--- config.mk ---
export PLATFORM = sky130hd
export DESIGN_NAME = uart_hostregs
export DESIGN_NICKNAME = d
export VERILOG_FILES = /design/src/rtl/uart_hr_pkg.sv /design/src/rtl/uart_hr_decode.sv /design/src/rtl/uart_hr_divisor.sv /design/src/rtl/uart_hr_ctlregs.sv /design/src/rtl/uart_hostregs.sv
export SDC_FILE = /design/constraint.sdc
export NUM_CORES = 1
export LEC_CHECK = 0
export BUFFER_PORTS_ARGS = -buffer_cell sky130_fd_sc_hd__buf_4
export CELL_PAD_IN_SITES_DETAIL_PLACEMENT = 1
export CELL_PAD_IN_SITES_GLOBAL_PLACEMENT = 2
export CORE_UTILIZATION = 28
export CTS_CLUSTER_SIZE = 8
export DETAILED_ROUTE_END_ITERATION = 10
export PLACE_DENSITY_LB_ADDON = 0.1
export SLEW_MARGIN = 20
export SYNTH_ARGS = -nofsm -noshare
export SYNTH_HDL_FRONTEND = slang
export SYNTH_SLANG_ARGS = --single-unit
--- constraint.sdc ---
create_clock -name clk -period 1.45 [get_ports clk]
set_input_delay 0.145 -clock clk [delete_from_list [all_inputs] [get_ports clk]]
set_output_delay 0.145 -clock clk [all_outputs]
set_load 0.005 [all_outputs]
--- src/rtl/uart_hr_pkg.sv ---
package uart_hr_pkg;
  localparam int BYTE_W = 8;

  typedef enum logic [3:0] {
    SEL_DATA, SEL_IER, SEL_DLL, SEL_DLM, SEL_IIR,
    SEL_LCR, SEL_MCR, SEL_LSR, SEL_MSR, SEL_SCR
  } sel_e;

  localparam int NSEL = 10;

  typedef struct packed {
    logic       bank;
    logic       brk;
    logic       stick;
    logic       even;
    logic       par_en;
    logic       stop;
    logic [1:0] wlen;
  } linectl_t;
endpackage

--- src/rtl/uart_hr_decode.sv ---
module uart_hr_decode
  import uart_hr_pkg::*;
#(
  parameter int ADDR_W = 3
) (
  input  logic [ADDR_W-1:0] addr,
  input  logic              bank,
  output logic [NSEL-1:0]   sel
);
  always_comb begin
    sel = '0;
    case (addr)
      3'd0: if (bank) sel[SEL_DLL] = 1'b1; else sel[SEL_DATA] = 1'b1;
      3'd1: if (bank) sel[SEL_DLM] = 1'b1; else sel[SEL_IER] = 1'b1;
      3'd2: sel[SEL_IIR] = 1'b1;
      3'd3: sel[SEL_LCR] = 1'b1;
      3'd4: sel[SEL_MCR] = 1'b1;
      3'd5: sel[SEL_LSR] = 1'b1;
      3'd6: sel[SEL_MSR] = 1'b1;
      default: sel[SEL_SCR] = 1'b1;
    endcase
  end

  // exactly one register is selected for any address
  always_comb begin
    a_r5_one_select: assert ($countones(sel) == 1);
  end
endmodule

--- src/rtl/uart_hr_divisor.sv ---
module uart_hr_divisor #(
  parameter int DIV_W  = 16,
  parameter int BYTE_W = 8
) (
  input  logic                    clk,
  input  logic                    rst_n,
  input  logic [DIV_W/BYTE_W-1:0] we_byte,
  input  logic [BYTE_W-1:0]       wdata,
  output logic [DIV_W-1:0]        divisor
);
  localparam int NB = DIV_W / BYTE_W;

  for (genvar b = 0; b < NB; b++) begin : g_byte
    always_ff @(posedge clk or negedge rst_n) begin
      if (!rst_n)          divisor[b*BYTE_W +: BYTE_W] <= '0;
      else if (we_byte[b]) divisor[b*BYTE_W +: BYTE_W] <= wdata;
    end
  end

  // divisor changes only through a byte write enable
  a_r4_div_hold: assert property (@(posedge clk) disable iff (!rst_n)
    (we_byte == '0) |=> $stable(divisor));
endmodule

--- src/rtl/uart_hr_ctlregs.sv ---
module uart_hr_ctlregs
  import uart_hr_pkg::*;
#(
  parameter int DATA_W = 8
) (
  input  logic              clk,
  input  logic              rst_n,
  input  logic              we_ier,
  input  logic              we_lcr,
  input  logic              we_mcr,
  input  logic              we_scr,
  input  logic [DATA_W-1:0] wdata,
  output logic [DATA_W-1:0] ier_q,
  output linectl_t          lcr_q,
  output logic [DATA_W-1:0] mcr_q,
  output logic [DATA_W-1:0] scr_q
);
  always_ff @(posedge clk or negedge rst_n) begin
    if (!rst_n) begin
      ier_q <= '0;
      lcr_q <= '0;
      mcr_q <= '0;
      scr_q <= '0;
    end else begin
      if (we_ier) ier_q <= wdata;
      if (we_lcr) lcr_q <= linectl_t'(wdata);
      if (we_mcr) mcr_q <= wdata;
      if (we_scr) scr_q <= wdata;
    end
  end

  // line-control byte holds unless it is written
  a_r8_lcr_hold: assert property (@(posedge clk) disable iff (!rst_n)
    !we_lcr |=> $stable(lcr_q));
  // interrupt-enable byte holds unless it is written
  a_r3_ier_hold: assert property (@(posedge clk) disable iff (!rst_n)
    !we_ier |=> $stable(ier_q));
endmodule

--- src/rtl/uart_hostregs.sv ---
module uart_hostregs
  import uart_hr_pkg::*;
#(
  parameter int ADDR_W = 3,
  parameter int DATA_W = 8,
  parameter int DIV_W  = 16
) (
  input  logic              clk,
  input  logic              rst_n,
  input  logic              cs,
  input  logic              rd,
  input  logic              wr,
  input  logic [ADDR_W-1:0] addr,
  input  logic [DATA_W-1:0] wdata,
  output logic [DATA_W-1:0] rdata,
  input  logic [DATA_W-1:0] rx_byte,
  input  logic [DATA_W-1:0] int_id,
  input  logic [DATA_W-1:0] line_stat,
  input  logic [DATA_W-1:0] modem_stat,
  output logic [1:0]        word_len,
  output logic              stop_sel,
  output logic              par_en,
  output logic              par_even,
  output logic              par_stick,
  output logic              brk_force,
  output logic [DIV_W-1:0]  divisor,
  output logic [DATA_W-1:0] int_en,
  output logic [DATA_W-1:0] modem_ctl,
  output logic              tx_load,
  output logic [DATA_W-1:0] tx_byte,
  output logic              rx_take
);
  localparam int NB = DIV_W / DATA_W;

  logic [NSEL-1:0]   sel;
  logic              wr_fire, rd_fire;
  linectl_t          lcr_q;
  logic [DATA_W-1:0] scr_q;
  logic [NB-1:0]     div_we;

  assign wr_fire = cs && wr;
  assign rd_fire = cs && rd;

  uart_hr_decode #(.ADDR_W(ADDR_W)) u_dec (
    .addr (addr),
    .bank (lcr_q.bank),
    .sel  (sel)
  );

  uart_hr_ctlregs #(.DATA_W(DATA_W)) u_regs (
    .clk    (clk),
    .rst_n  (rst_n),
    .we_ier (wr_fire && sel[SEL_IER]),
    .we_lcr (wr_fire && sel[SEL_LCR]),
    .we_mcr (wr_fire && sel[SEL_MCR]),
    .we_scr (wr_fire && sel[SEL_SCR]),
    .wdata  (wdata),
    .ier_q  (int_en),
    .lcr_q  (lcr_q),
    .mcr_q  (modem_ctl),
    .scr_q  (scr_q)
  );

  assign div_we = {wr_fire && sel[SEL_DLM], wr_fire && sel[SEL_DLL]};

  uart_hr_divisor #(.DIV_W(DIV_W), .BYTE_W(DATA_W)) u_div (
    .clk     (clk),
    .rst_n   (rst_n),
    .we_byte (div_we),
    .wdata   (wdata),
    .divisor (divisor)
  );

  assign word_len  = lcr_q.wlen;
  assign stop_sel  = lcr_q.stop;
  assign par_en    = lcr_q.par_en;
  assign par_even  = lcr_q.even;
  assign par_stick = lcr_q.stick;
  assign brk_force = lcr_q.brk;

  // Read data path
  always_comb begin
    rdata = '0;
    if (rd_fire) begin
      unique case (1'b1)
        sel[SEL_DATA]: rdata = rx_byte;
        sel[SEL_IER]:  rdata = int_en;
        sel[SEL_DLL]:  rdata = divisor[DATA_W-1:0];
        sel[SEL_DLM]:  rdata = divisor[DIV_W-1 -: DATA_W];
        sel[SEL_IIR]:  rdata = int_id;
        sel[SEL_LCR]:  rdata = lcr_q;
        sel[SEL_MCR]:  rdata = modem_ctl;
        sel[SEL_LSR]:  rdata = line_stat;
        sel[SEL_MSR]:  rdata = modem_stat;
        default:       rdata = scr_q;
      endcase
    end
  end

  // Engine strobes
  always_ff @(posedge clk or negedge rst_n) begin
    if (!rst_n) begin
      tx_load <= 1'b0;
      rx_take <= 1'b0;
      tx_byte <= '0;
    end else begin
      tx_load <= wr_fire && sel[SEL_DATA];
      rx_take <= rd_fire && sel[SEL_DATA];
      if (wr_fire && sel[SEL_DATA]) tx_byte <= wdata;
    end
  end

  // a load strobe follows a bank-0 write to address 0
  a_r2_tx_cause: assert property (@(posedge clk) disable iff (!rst_n)
    $rose(tx_load) |-> $past(cs && wr && addr == '0));
  // a take strobe follows a bank-0 read of address 0
  a_r2_rx_cause: assert property (@(posedge clk) disable iff (!rst_n)
    $rose(rx_take) |-> $past(cs && rd && addr == '0));
  // no strobe while the divisor bank is mapped
  a_r4_bank_no_strobe: assert property (@(posedge clk) disable iff (!rst_n)
    (lcr_q.bank && addr == '0) |=> !tx_load && !rx_take);
  // no read data without a selected read
  a_r9_idle_rdata: assert property (@(posedge clk) disable iff (!rst_n)
    !(cs && rd) |-> rdata == '0);
endmodule

==> qor.csv <==
stage;metric;value;unit
cells_and_area;nNetsFinal;435;
sta;fin_worst_skew;0.00573;ns
sta;setup_violations;16;
cts;root_buffer;clkbuf_8;
cts;cts_made_buffers;9;
cells_and_area;areaGrowthSynthToFinish;53.5;%
synthesis;avgSynthCellArea;12.4;sq um
cells_and_area;drive_gt1_frac;0.656;
cells_and_area;fin_cells;526;
synthesis;yosysSeqAreaShare;0.482;
critical_path;start_kind;flop;
synthesis;synth_seq_cells;58;
critical_path;cp_data_required_time;1.31;ns
die;dieHeight;106;um
die;io_pins;105;
pwr;p_per_area;1170;mW/mm^2
placement;portBuffers;104;
synthesis;synth_warnings;0;
cts;clk_pin_slew_worst_paths;0.07;ns
sta;max-slew-margin-rel;0.705;
synthesis;syn_inst;242;
global_routing;antenna_found_initial;0;
cells_and_area;final_common_cell;buf_4;
synthesis;syn_area;0.00301;sq mm
cells_and_area;multi_input_area;0.00157;sq mm
critical_path;worstSetupEndpointType;output port;
placement;place_ws;-0.177;ns
cells_and_area;postLayoutCellArea;0.00462;sq mm
detailed_routing;wl;10000;um
cts;clock_latency;0.33;ns
detailed_routing;firstDrtPassIters;4;
placement;dpl_cell_area;0.00423;sq mm
detailed_routing;vias;2569;
sta;rsz0062_at_grt;yes;
job;cap_violations;0;
cts;cts_sinks;58;
detailed_routing;drc_errors;0;
cts;cts_buffer_depth;2;
die;design.core.area;0.0104;sq mm
critical_path;arrival;1.76;ns
detailed_routing;drtIter0Drc;88;
synthesis;synth_flop_cell;dfrtp_1;
placement;dp.cells;509;
cells_and_area;utilization;0.445;
cells_and_area;ff_latch_area;0.00145;sq mm
synthesis;synthesis.nets;290;
critical_path;critPathKind;reg2out;
sta;max_freq;525;MHz
pwr;ir_worst_vdd;413;uV
cells_and_area;fill_cells;1151;
sta;hold_viol;0;
placement;gp_congestion;0.775;
pwr;p_leak;2.14;nW
sta;slew_viol_final;0;
cells_and_area;diodes;0;
global_routing;overflow;0;
sta;fin_crit_sh;1.31;
cells_and_area;layout_common_cells;buf_4, mux2_2, dfrtp_1;
global_routing;grt_pass1_vias;2746;
global_routing;track_usage;0.185;
pwr;total_power;5.38;mW
detailed_routing;drtAntennaViolNets;0;
die;start_util;0.290;
placement;hpwl;7600;um
synthesis;async_reset_ff_frac;1.00;
run_status;violations;negative setup slack;
die;die_w;106;um
synthesis;ys_types;41;
cts;cts_tree;done;
cts;h-tree-depth;3;
run_status;status;finished, violations left;
critical_path;cp_max_fo;4;
sta;tightest_slew;0.442;ns
global_routing;grt_max_degree;45;
synthesis;synth-edff-count;0;
detailed_routing;avgRoutedWirePerCell;19.1;um
detailed_routing;vias_per_cell;4.88;
min_path;min_path_type;in2reg;
global_routing;grt_pass1_wl;15400;um
sta;period_needed;1.91;ns
sta;setup_ws;-0.456;ns
die;rows;37;
die;dieArea;0.0112;sq mm
[registers in the layout, indices dropped and copies added (netlist names)]
name / flops
u_regs.scr_q: 8
u_regs.lcr_q: 8
rx_take: 1
u_regs.mcr_q: 8
tx_byte: 8
tx_load: 1
u_div.divisor: 16
u_regs.ier_q: 8
[repair_timing]
item                                    4_1_cts  5_1_grt
hold buffers                                  1        0
gates resized for setup                      17       20
pin swaps                                     3        7
hold endpoints to repair                     58        0
buffers inserted                              0        2
endpoints found under the setup margin       32       38
[layer usage]
layer  routed length (um)  GRT usage  vias to the layer above
met2                 5000      0.309                       67
met1                 4510      0.238                     1287
met5                    0          0                        -
li1                     -          -                     1201
met3                  387     0.0359                       14
met4                  155     0.0675                        0
[cell families after synthesis]
logic type	Yosys count	share of synthesized area
mux	67	0.256
compound gates	51	0.126
flops	58	0.482
buf+inv	19	0.0349
simple gates	47	0.101
[critical path, cell delays in order (launching register included)]
cell and delay [ns]:
dfrtp_2 0.44, buf_6 0.14, mux2i_1 0.11, a2111o_1 0.37
o21ai_1 0.08, o221a_2 0.20, buf_6 0.09
[final cells by class]
class,count,share of cell area
Timing Repair Buffer,151,0.266
Tap cell,136,0.0368
Sequential cell,58,0.315
Multi-Input combinational cell,165,0.340
Clock inverter,3,0.00867
Inverter,2,0.00163
Clock buffer,11,0.0328
[report_power, final]
group,switching [mW],internal [mW],leakage [nW]
clock,0.657,0.863,0.101
sequential,0.281,1.98,0.731
combinational,0.596,1.01,1.31
[worst paths after layout]
check | startpoint | end | slack, ns | depth (start not counted)
min | wdata[3] | u_regs.lcr_q[3]$_DFFE_PN0P_ | 0.1 | 2
max | u_regs.lcr_q[7]$_DFFE_PN0P_ | rdata[1] | -0.46 | 6
max in group asynchronous | rst_n | u_regs.lcr_q[7]$_DFFE_PN0P_ | 0.71 | 3
min in group asynchronous | rst_n | tx_load$_DFF_PN0_ | 0.21 | 2
max reg2reg | u_regs.lcr_q[7]$_DFFE_PN0P_ | u_regs.ier_q[7]$_DFFE_PN0P_ | -0.07 | 5
min reg2reg | u_regs.scr_q[2]$_DFFE_PN0P_ | u_regs.scr_q[2]$_DFFE_PN0P_ | 0.51 | 1
[synth_stat cells, types with 3 or more instances]
library cell / instances / area share
o21ai_0: 8 / 0.013
dfrtp_1: 58 / 0.48
o221ai_1: 4 / 0.012
a21oi_1: 6 / 0.010
buf_2: 9 / 0.015
mux2_2: 59 / 0.22
nor4b_1: 4 / 0.012
nor2_1: 4 / 0.0050
mux2i_1: 6 / 0.020
nand2_1: 13 / 0.016
o221a_2: 4 / 0.015
a22o_1: 4 / 0.012
a22oi_1: 5 / 0.012
nand3_2: 4 / 0.013
o211ai_1: 3 / 0.0075
a31oi_1: 8 / 0.017
nor2b_1: 6 / 0.012
buf_4: 4 / 0.010
[per-stage QoR]
stage          TNS (ns)  hold WS [ns]
2_1_floorplan         0        -0.151
4_1_cts           -4.11        0.0835
5_1_grt           -5.11        0.0819
3_5_place_dp      -3.44        0.0265
3_3_place_gp      -2.84        0.0254
6_report          -3.59        0.0986
Power figures use the tool's default switching activity.
